==> config.mk <==
export PLATFORM = sky130hd
export DESIGN_NAME = buck_guard
export DESIGN_NICKNAME = d
export VERILOG_FILES = /design/src/rtl/buck_guard_pkg.sv /design/src/rtl/buck_flag_sync.sv /design/src/rtl/buck_ov_discharge.sv /design/src/rtl/buck_oc_ctrl.sv /design/src/rtl/buck_guard.sv
export SDC_FILE = /design/constraint.sdc
export NUM_CORES = 1
export LEC_CHECK = 0
export ABC_CLOCK_PERIOD_IN_PS = 1200
export BUFFER_PORTS_ARGS = -buffer_cell sky130_fd_sc_hd__buf_2
export CAP_MARGIN = 40
export CELL_PAD_IN_SITES_DETAIL_PLACEMENT = 1
export CELL_PAD_IN_SITES_GLOBAL_PLACEMENT = 1
export CORE_MARGIN = 4
export CORE_UTILIZATION = 35
export CTS_BUF_LIST = sky130_fd_sc_hd__clkbuf_4 sky130_fd_sc_hd__clkbuf_8 sky130_fd_sc_hd__clkbuf_16
export DETAILED_ROUTE_END_ITERATION = 12
export PLACE_DENSITY_LB_ADDON = 0.3
export REMOVE_ABC_BUFFERS = 1
export SLEW_MARGIN = 20
export SYNTH_ARGS = -nofsm -noshare
export SYNTH_HDL_FRONTEND = slang
export SYNTH_HIERARCHICAL = 1
export SYNTH_SLANG_ARGS = --single-unit
==> constraint.sdc <==
create_clock -name clk -period 1.2 [get_ports clk]
set_input_delay 0.24 -clock clk [delete_from_list [all_inputs] [get_ports clk]]
set_output_delay 0.24 -clock clk [all_outputs]
set_load 0.1 [all_outputs]
==> src/rtl/buck_guard_pkg.sv <==
package buck_guard_pkg;
  localparam int NFLAG = 4;
  localparam int IX_UV   = 0;
  localparam int IX_OV   = 1;
  localparam int IX_HALF = 2;
  localparam int IX_OC   = 3;

  typedef enum logic [1:0] {
    FC_NONE = 2'd0,
    FC_UV   = 2'd1,
    FC_OV   = 2'd2,
    FC_OC   = 2'd3
  } fault_code_t;

  typedef enum logic {
    OCS_RUN  = 1'b0,
    OCS_HOLD = 1'b1
  } oc_state_t;
endpackage

==> src/rtl/buck_flag_sync.sv <==
module buck_flag_sync #(
  parameter int W = 4
) (
  input  logic         clk,
  input  logic         rst_n,
  input  logic [W-1:0] d,
  output logic [W-1:0] q
);
  for (genvar i = 0; i < W; i++) begin : g_bit
    logic s1_q, s2_q;
    always_ff @(posedge clk or negedge rst_n) begin
      if (!rst_n) begin
        s1_q <= 1'b0;
        s2_q <= 1'b0;
      end else begin
        s1_q <= d[i];
        s2_q <= s1_q;
      end
    end
    assign q[i] = s2_q;
  end
endmodule

==> src/rtl/buck_ov_discharge.sv <==
module buck_ov_discharge (
  input  logic clk,
  input  logic rst_n,
  input  logic ov_s,
  input  logic half_s,
  output logic ov_lat,
  output logic dis_on
);
  logic lat_q, lat_n;
  logic dis_q, dis_n;

  always_comb begin
    lat_n = lat_q;
    dis_n = dis_q;
    if (ov_s) begin
      lat_n = 1'b1;
      dis_n = 1'b1;
    end else if (lat_q && half_s) begin
      dis_n = 1'b0;
    end
  end

  always_ff @(posedge clk or negedge rst_n) begin
    if (!rst_n) begin
      lat_q <= 1'b0;
      dis_q <= 1'b0;
    end else begin
      lat_q <= lat_n;
      dis_q <= dis_n;
    end
  end

  assign ov_lat = lat_q;
  assign dis_on = lat_q & dis_q;
endmodule

==> src/rtl/buck_oc_ctrl.sv <==
module buck_oc_ctrl
  import buck_guard_pkg::*;
#(
  parameter bit RETRY       = 1'b0,
  parameter int RETRY_TICKS = 10000
) (
  input  logic clk,
  input  logic rst_n,
  input  logic en,
  input  logic tick,
  input  logic oc_s,
  output logic oc_act,
  output logic restart
);
  localparam int CW = $clog2(RETRY_TICKS + 1);
  localparam logic [CW-1:0] LAST = CW'(RETRY_TICKS - 1);

  oc_state_t     st_q, st_n;
  logic [CW-1:0] cnt_q, cnt_n;
  logic          rs_q, rs_n;

  always_comb begin
    st_n  = st_q;
    cnt_n = cnt_q;
    rs_n  = 1'b0;
    if (!en) begin
      st_n  = OCS_RUN;
      cnt_n = '0;
    end else begin
      case (st_q)
        OCS_RUN: begin
          if (oc_s) begin
            st_n  = OCS_HOLD;
            cnt_n = '0;
          end
        end
        default: begin
          if (tick) begin
            if (cnt_q == LAST) begin
              if (RETRY) begin
                st_n  = OCS_RUN;
                rs_n  = 1'b1;
                cnt_n = '0;
              end
            end else begin
              cnt_n = cnt_q + 1'b1;
            end
          end
        end
      endcase
    end
  end

  always_ff @(posedge clk or negedge rst_n) begin
    if (!rst_n) begin
      st_q  <= OCS_RUN;
      cnt_q <= '0;
      rs_q  <= 1'b0;
    end else begin
      st_q  <= st_n;
      cnt_q <= cnt_n;
      rs_q  <= rs_n;
    end
  end

  assign oc_act  = (st_q == OCS_HOLD);
  assign restart = rs_q;
endmodule

==> src/rtl/buck_guard.sv <==
module buck_guard
  import buck_guard_pkg::*;
#(
  parameter bit UV_EN       = 1'b1,
  parameter bit OC_RETRY    = 1'b0,
  parameter int RETRY_TICKS = 10000
) (
  input  logic       clk,
  input  logic       rst_n,
  input  logic       en,
  input  logic       tick,
  input  logic       ss_done,
  input  logic       uv_raw,
  input  logic       ov_raw,
  input  logic       half_raw,
  input  logic       oc_raw,
  output logic       hs_en,
  output logic       ls_en,
  output logic       ls_force,
  output logic       ss_restart,
  output logic [2:0] flt_act,
  output logic [1:0] first_code
);
  logic [NFLAG-1:0] raw_v, syn_v;
  logic ov_lat, dis_on, oc_act;
  logic uv_q, uv_n;
  fault_code_t code_q, code_n;
  logic sw_ok;

  always_comb begin
    raw_v          = '0;
    raw_v[IX_UV]   = uv_raw;
    raw_v[IX_OV]   = ov_raw;
    raw_v[IX_HALF] = half_raw;
    raw_v[IX_OC]   = oc_raw;
  end

  buck_flag_sync #(.W(NFLAG)) u_sync (
    .clk(clk), .rst_n(rst_n), .d(raw_v), .q(syn_v)
  );

  buck_ov_discharge u_ov (
    .clk(clk), .rst_n(rst_n),
    .ov_s(syn_v[IX_OV]), .half_s(syn_v[IX_HALF]),
    .ov_lat(ov_lat), .dis_on(dis_on)
  );

  buck_oc_ctrl #(.RETRY(OC_RETRY), .RETRY_TICKS(RETRY_TICKS)) u_oc (
    .clk(clk), .rst_n(rst_n), .en(en), .tick(tick),
    .oc_s(syn_v[IX_OC]), .oc_act(oc_act), .restart(ss_restart)
  );

  // Undervoltage latch: armed after soft-start, blocked by active overcurrent
  always_comb begin
    uv_n = uv_q;
    if (UV_EN && syn_v[IX_UV] && ss_done && !oc_act)
      uv_n = 1'b1;
  end

  // First-fault record
  always_comb begin
    code_n = code_q;
    if (code_q == FC_OC && !oc_act)
      code_n = FC_NONE;
    if (code_n == FC_NONE) begin
      if (ov_lat)      code_n = FC_OV;
      else if (oc_act) code_n = FC_OC;
      else if (uv_q)   code_n = FC_UV;
    end
  end

  always_ff @(posedge clk or negedge rst_n) begin
    if (!rst_n) begin
      uv_q   <= 1'b0;
      code_q <= FC_NONE;
    end else begin
      uv_q   <= uv_n;
      code_q <= code_n;
    end
  end

  assign sw_ok      = en & ~uv_q & ~ov_lat & ~oc_act;
  assign hs_en      = sw_ok;
  assign ls_en      = sw_ok;
  assign ls_force   = dis_on;
  assign flt_act    = {oc_act, ov_lat, uv_q};
  assign first_code = code_q;
endmodule

==> load_flow_metrics.sql <==
INSERT INTO impl_metrics (metric_group, metric, value, unit) VALUES
('drt', 'post_drt_via_cell_ratio', '4.63', ''),
('synthesis', 'synth.area.top_cells', 'sky130_fd_sc_hd__dfrtp_1, sky130_fd_sc_hd__buf_4, sky130_fd_sc_hd__o22a_2, sky130_fd_sc_hd__a2bb2oi_1, sky130_fd_sc_hd__nor4b_1', ''),
('grt', 'grt_antenna_before_repair', '0', ''),
('grt', 'globalRouteTotalUtil', '0.140', ''),
('synthesis', 'post_synth_inst_count', '39', ''),
('synthesis', 'synth_xor_xnor_area_share', '0', ''),
('final_layout', 'antenna_cells', '0', ''),
('worst_setup_path', 'startpoint', 'u_ov/ov_lat$_DFFE_PN0P_', ''),
('sta', 'final.min_clock_period', '1.64', 'ns'),
('clock_network', 'cts_tree', 'yes', ''),
('final_layout', 'fillers', '133', ''),
('worst_setup_path', 'family_with_the_most_delay_on_the_worst_path', 'flip-flops', ''),
('synthesis', 'post-synth-top-area-fraction', '0.676', ''),
('worst_setup_path', 'critical_path_cell_count', '3', ''),
('clock_network', 'cts_root_buf', 'sky130_fd_sc_hd__clkbuf_4', ''),
('synthesis', 'synth.most_common_cell', 'sky130_fd_sc_hd__dfrtp_1', ''),
('outcome', 'violations', 'setup timing', ''),
('worst_setup_path', 'worstPathArrival', '1.40', 'ns'),
('synthesis', 'synth_fa_ha_area_frac', '0', ''),
('clock_network', 'cts_bufs_inserted', '3', ''),
('synthesis', 'ys_async_sr_fraction', '1.00', ''),
('sta', 'rsz0062_at_grt', 'true', ''),
('placed_design', 'place_congestion', '0.675', ''),
('final_layout', 'fin_util', '0.634', ''),
('clock_network', 'tritoncts_num_sinks', '14', ''),
('drt', 'dr.first_iter.drc_count', '3', ''),
('synthesis', 'yosysWarningCount', '6', ''),
('job', 'timing.max_cap.violations', '0', ''),
('clock_network', 'max-clock-path-buffers', '2', ''),
('worst_setup_path', 'critical_path.slowest_cell', 'sky130_fd_sc_hd__dfrtp_1', ''),
('drt', 'number_of_routed_nets_with_antenna_violations', '0', ''),
('synthesis', 'yosys.area_share.simple', '0.0870', ''),
('grt', 'grt_overflow_total', '0', ''),
('power_and_ir_drop', 'power-per-cell-area', '1110', 'nW/um2'),
('synthesis', 'synthDominantAreaCellType', 'sky130_fd_sc_hd__dfrtp_1', ''),
('placed_design', 'dp.final_hpwl', '777', 'um'),
('sta', 'final.hold.worst_slack', '0.0548', 'ns'),
('synthesis', 'postSynth.topFlopCell', 'sky130_fd_sc_hd__dfrtp_1', ''),
('synthesis', 'yosys_register_bits', '14', ''),
('outcome', 'status', 'complete, but fails checks', ''),
('die', 'floorplan.die.height', '46.5', 'um'),
('worst_setup_path', 'r2r-start', 'u_ov/ov_lat$_DFFE_PN0P_', ''),
('synthesis', 'synth.yosys.seq_area_share', '0.676', ''),
('final_layout', 'fraction_of_final_layout_cells_sized_beyond_drive_strength_1', '0.639', ''),
('drt', 'detailedRoute.firstPassIterationCount', '2', ''),
('hold_path', 'startpoint_of_the_lowest_slack_hold_path', 'half_raw', ''),
('sta', 'final.setup.worst_slack', '-0.439', 'ns'),
('sta', 'timing.final.max_slew_violations', '0', ''),
('worst_setup_path', 'crit_path_cell_trace', 'nor4b_2, buf_4, buf_12', ''),
('die', 'row_cnt', '13', ''),
('worst_setup_path', 'setup.worst_path.end_class', 'primary output', ''),
('final_layout', 'final_nets', '71', ''),
('sta', 'layout_worst_path_cycle_share', '1.37', ''),
('synthesis', 'synth_compound_gate_area_share', '0.0990', ''),
('sta', 'setup_viol_count_final', '9', ''),
('final_layout', 'final_cell_area', '856', 'um2'),
('synthesis', 'synth_enable_flop_cells', '0', ''),
('die', 'starting_utilization_of_the_core_area', '0.384', ''),
('synthesis', 'avg_inst_size_synth', '13.3', 'um2'),
('drt', 'total_drc_errors_in_the_routed_layout', '0', ''),
('clock_network', 'clk_latency', '0.28', 'ns'),
('synthesis', 'netlist_area_pre_place', '518', 'um2'),
('worst_setup_path', 'critPathRequiredTime', '0.96', 'ns'),
('worst_setup_path', 'criticalPathCategory', 'reg2out', ''),
('die', 'die_area', '2160', 'um2'),
('clock_network', 'clk_pin_slew', '0.09', 'ns'),
('die', 'die_width', '46.5', 'um'),
('power_and_ir_drop', 'max-vdd-ir-drop', '704', 'uV'),
('die', 'core_area', '1350', 'um2'),
('sta', 'hold_viol', '0', ''),
('final_layout', 'synthToLayoutAreaGrowth', '65.2', '%');
## layer usage
layer / vias to the layer above / part of all wire / track usage
li1: 163 / - / -
met5: - / 0 / 0
met4: 0 / 0.022 / 0.0852
met1: 172 / 0.34 / 0.138
met3: 4 / 0.059 / 0.0586
met2: 13 / 0.58 / 0.239
## flip-flops by register name, summed over array words and instances, names as in the netlist
name	cells
u_sync/g_bit.s1_q	4
u_ov/ov_lat	1
u_oc/oc_act	1
u_ov/dis_q	1
uv_q	1
u_sync/g_bit.s2_q	4
first_code	2
## report_power, final
part	leakage (nW)	total, mW	internal [mW]	switching [mW]
clock	0.0210	0.337	0.185	0.153
combinational	0.215	0.113	0.0385	0.0743
sequential	0.155	0.497	0.489	0.00777
## worst paths after layout
| path | slack (ns) | end |
|---|---|---|
| min reg2reg | 0.36 | u_sync/g_bit[2].s2_q$_DFF_PN0_ |
| max in group asynchronous | 0.58 | first_code[0]$_DFF_PN0_ |
| max reg2reg | -0.12 | first_code[0]$_DFF_PN0_ |
| min in group asynchronous | 0.36 | u_sync/g_bit[1].s1_q$_DFF_PN0_ |
| min | 0.05 | u_sync/g_bit[2].s1_q$_DFF_PN0_ |
| max | -0.44 | ls_en |
## metrics by stage
stage / TNS [ns] / cells / setup slack [ns] / power (mW)
2_1_floorplan: -13.78 / 30 / -6.05 / 0.562
3_3_place_gp: -0.0766 / 64 / -0.0383 / 0.609
3_5_place_dp: -0.255 / 64 / -0.128 / 0.613
4_1_cts: -1.43 / 73 / -0.383 / 0.953
5_1_grt: -2.38 / 76 / -0.496 / 1.00
6_report: -1.97 / 76 / -0.439 / 0.947
## final cells by class
type | instances | area [um2] | share of cell area
multi-input combinational | 16 | 133 | 0.155
sequential | 14 | 353 | 0.412
timing repair buffer | 27 | 315 | 0.368
tap | 15 | 18.8 | 0.0219
clock buffer | 4 | 36.3 | 0.0424
## layout by cell type (no fill, tap or decap), types with 2 or more instances in the layout
| master | count |
|---|---|
| sky130_fd_sc_hd__dfrtp_1 | 12 |
| sky130_fd_sc_hd__dfrtp_2 | 2 |
| sky130_fd_sc_hd__clkbuf_4 | 3 |
| sky130_fd_sc_hd__buf_12 | 9 |
| sky130_fd_sc_hd__buf_2 | 7 |
| sky130_fd_sc_hd__nand2_1 | 2 |
| sky130_fd_sc_hd__buf_4 | 6 |
| sky130_fd_sc_hd__buf_6 | 4 |
## cells by family (layout without fill, tap and decap cells)
family / Yosys count / after routing
flops: 14 / 14
buf+inv: 9 / 31
compound gates: 7 / 7
simple gates: 8 / 8
other cells: 1 / 1
## what timing repair did
item / in CTS / in global routing
resized for setup: 9 / 5
hold endpoints to repair: 14 / 0
pin swaps: 4 / 0
setup endpoints to repair: 7 / 10
buffers inserted: 4 / 3
hold buffers: 1 / 0
Note: power is estimated with default switching activity, not from simulation.
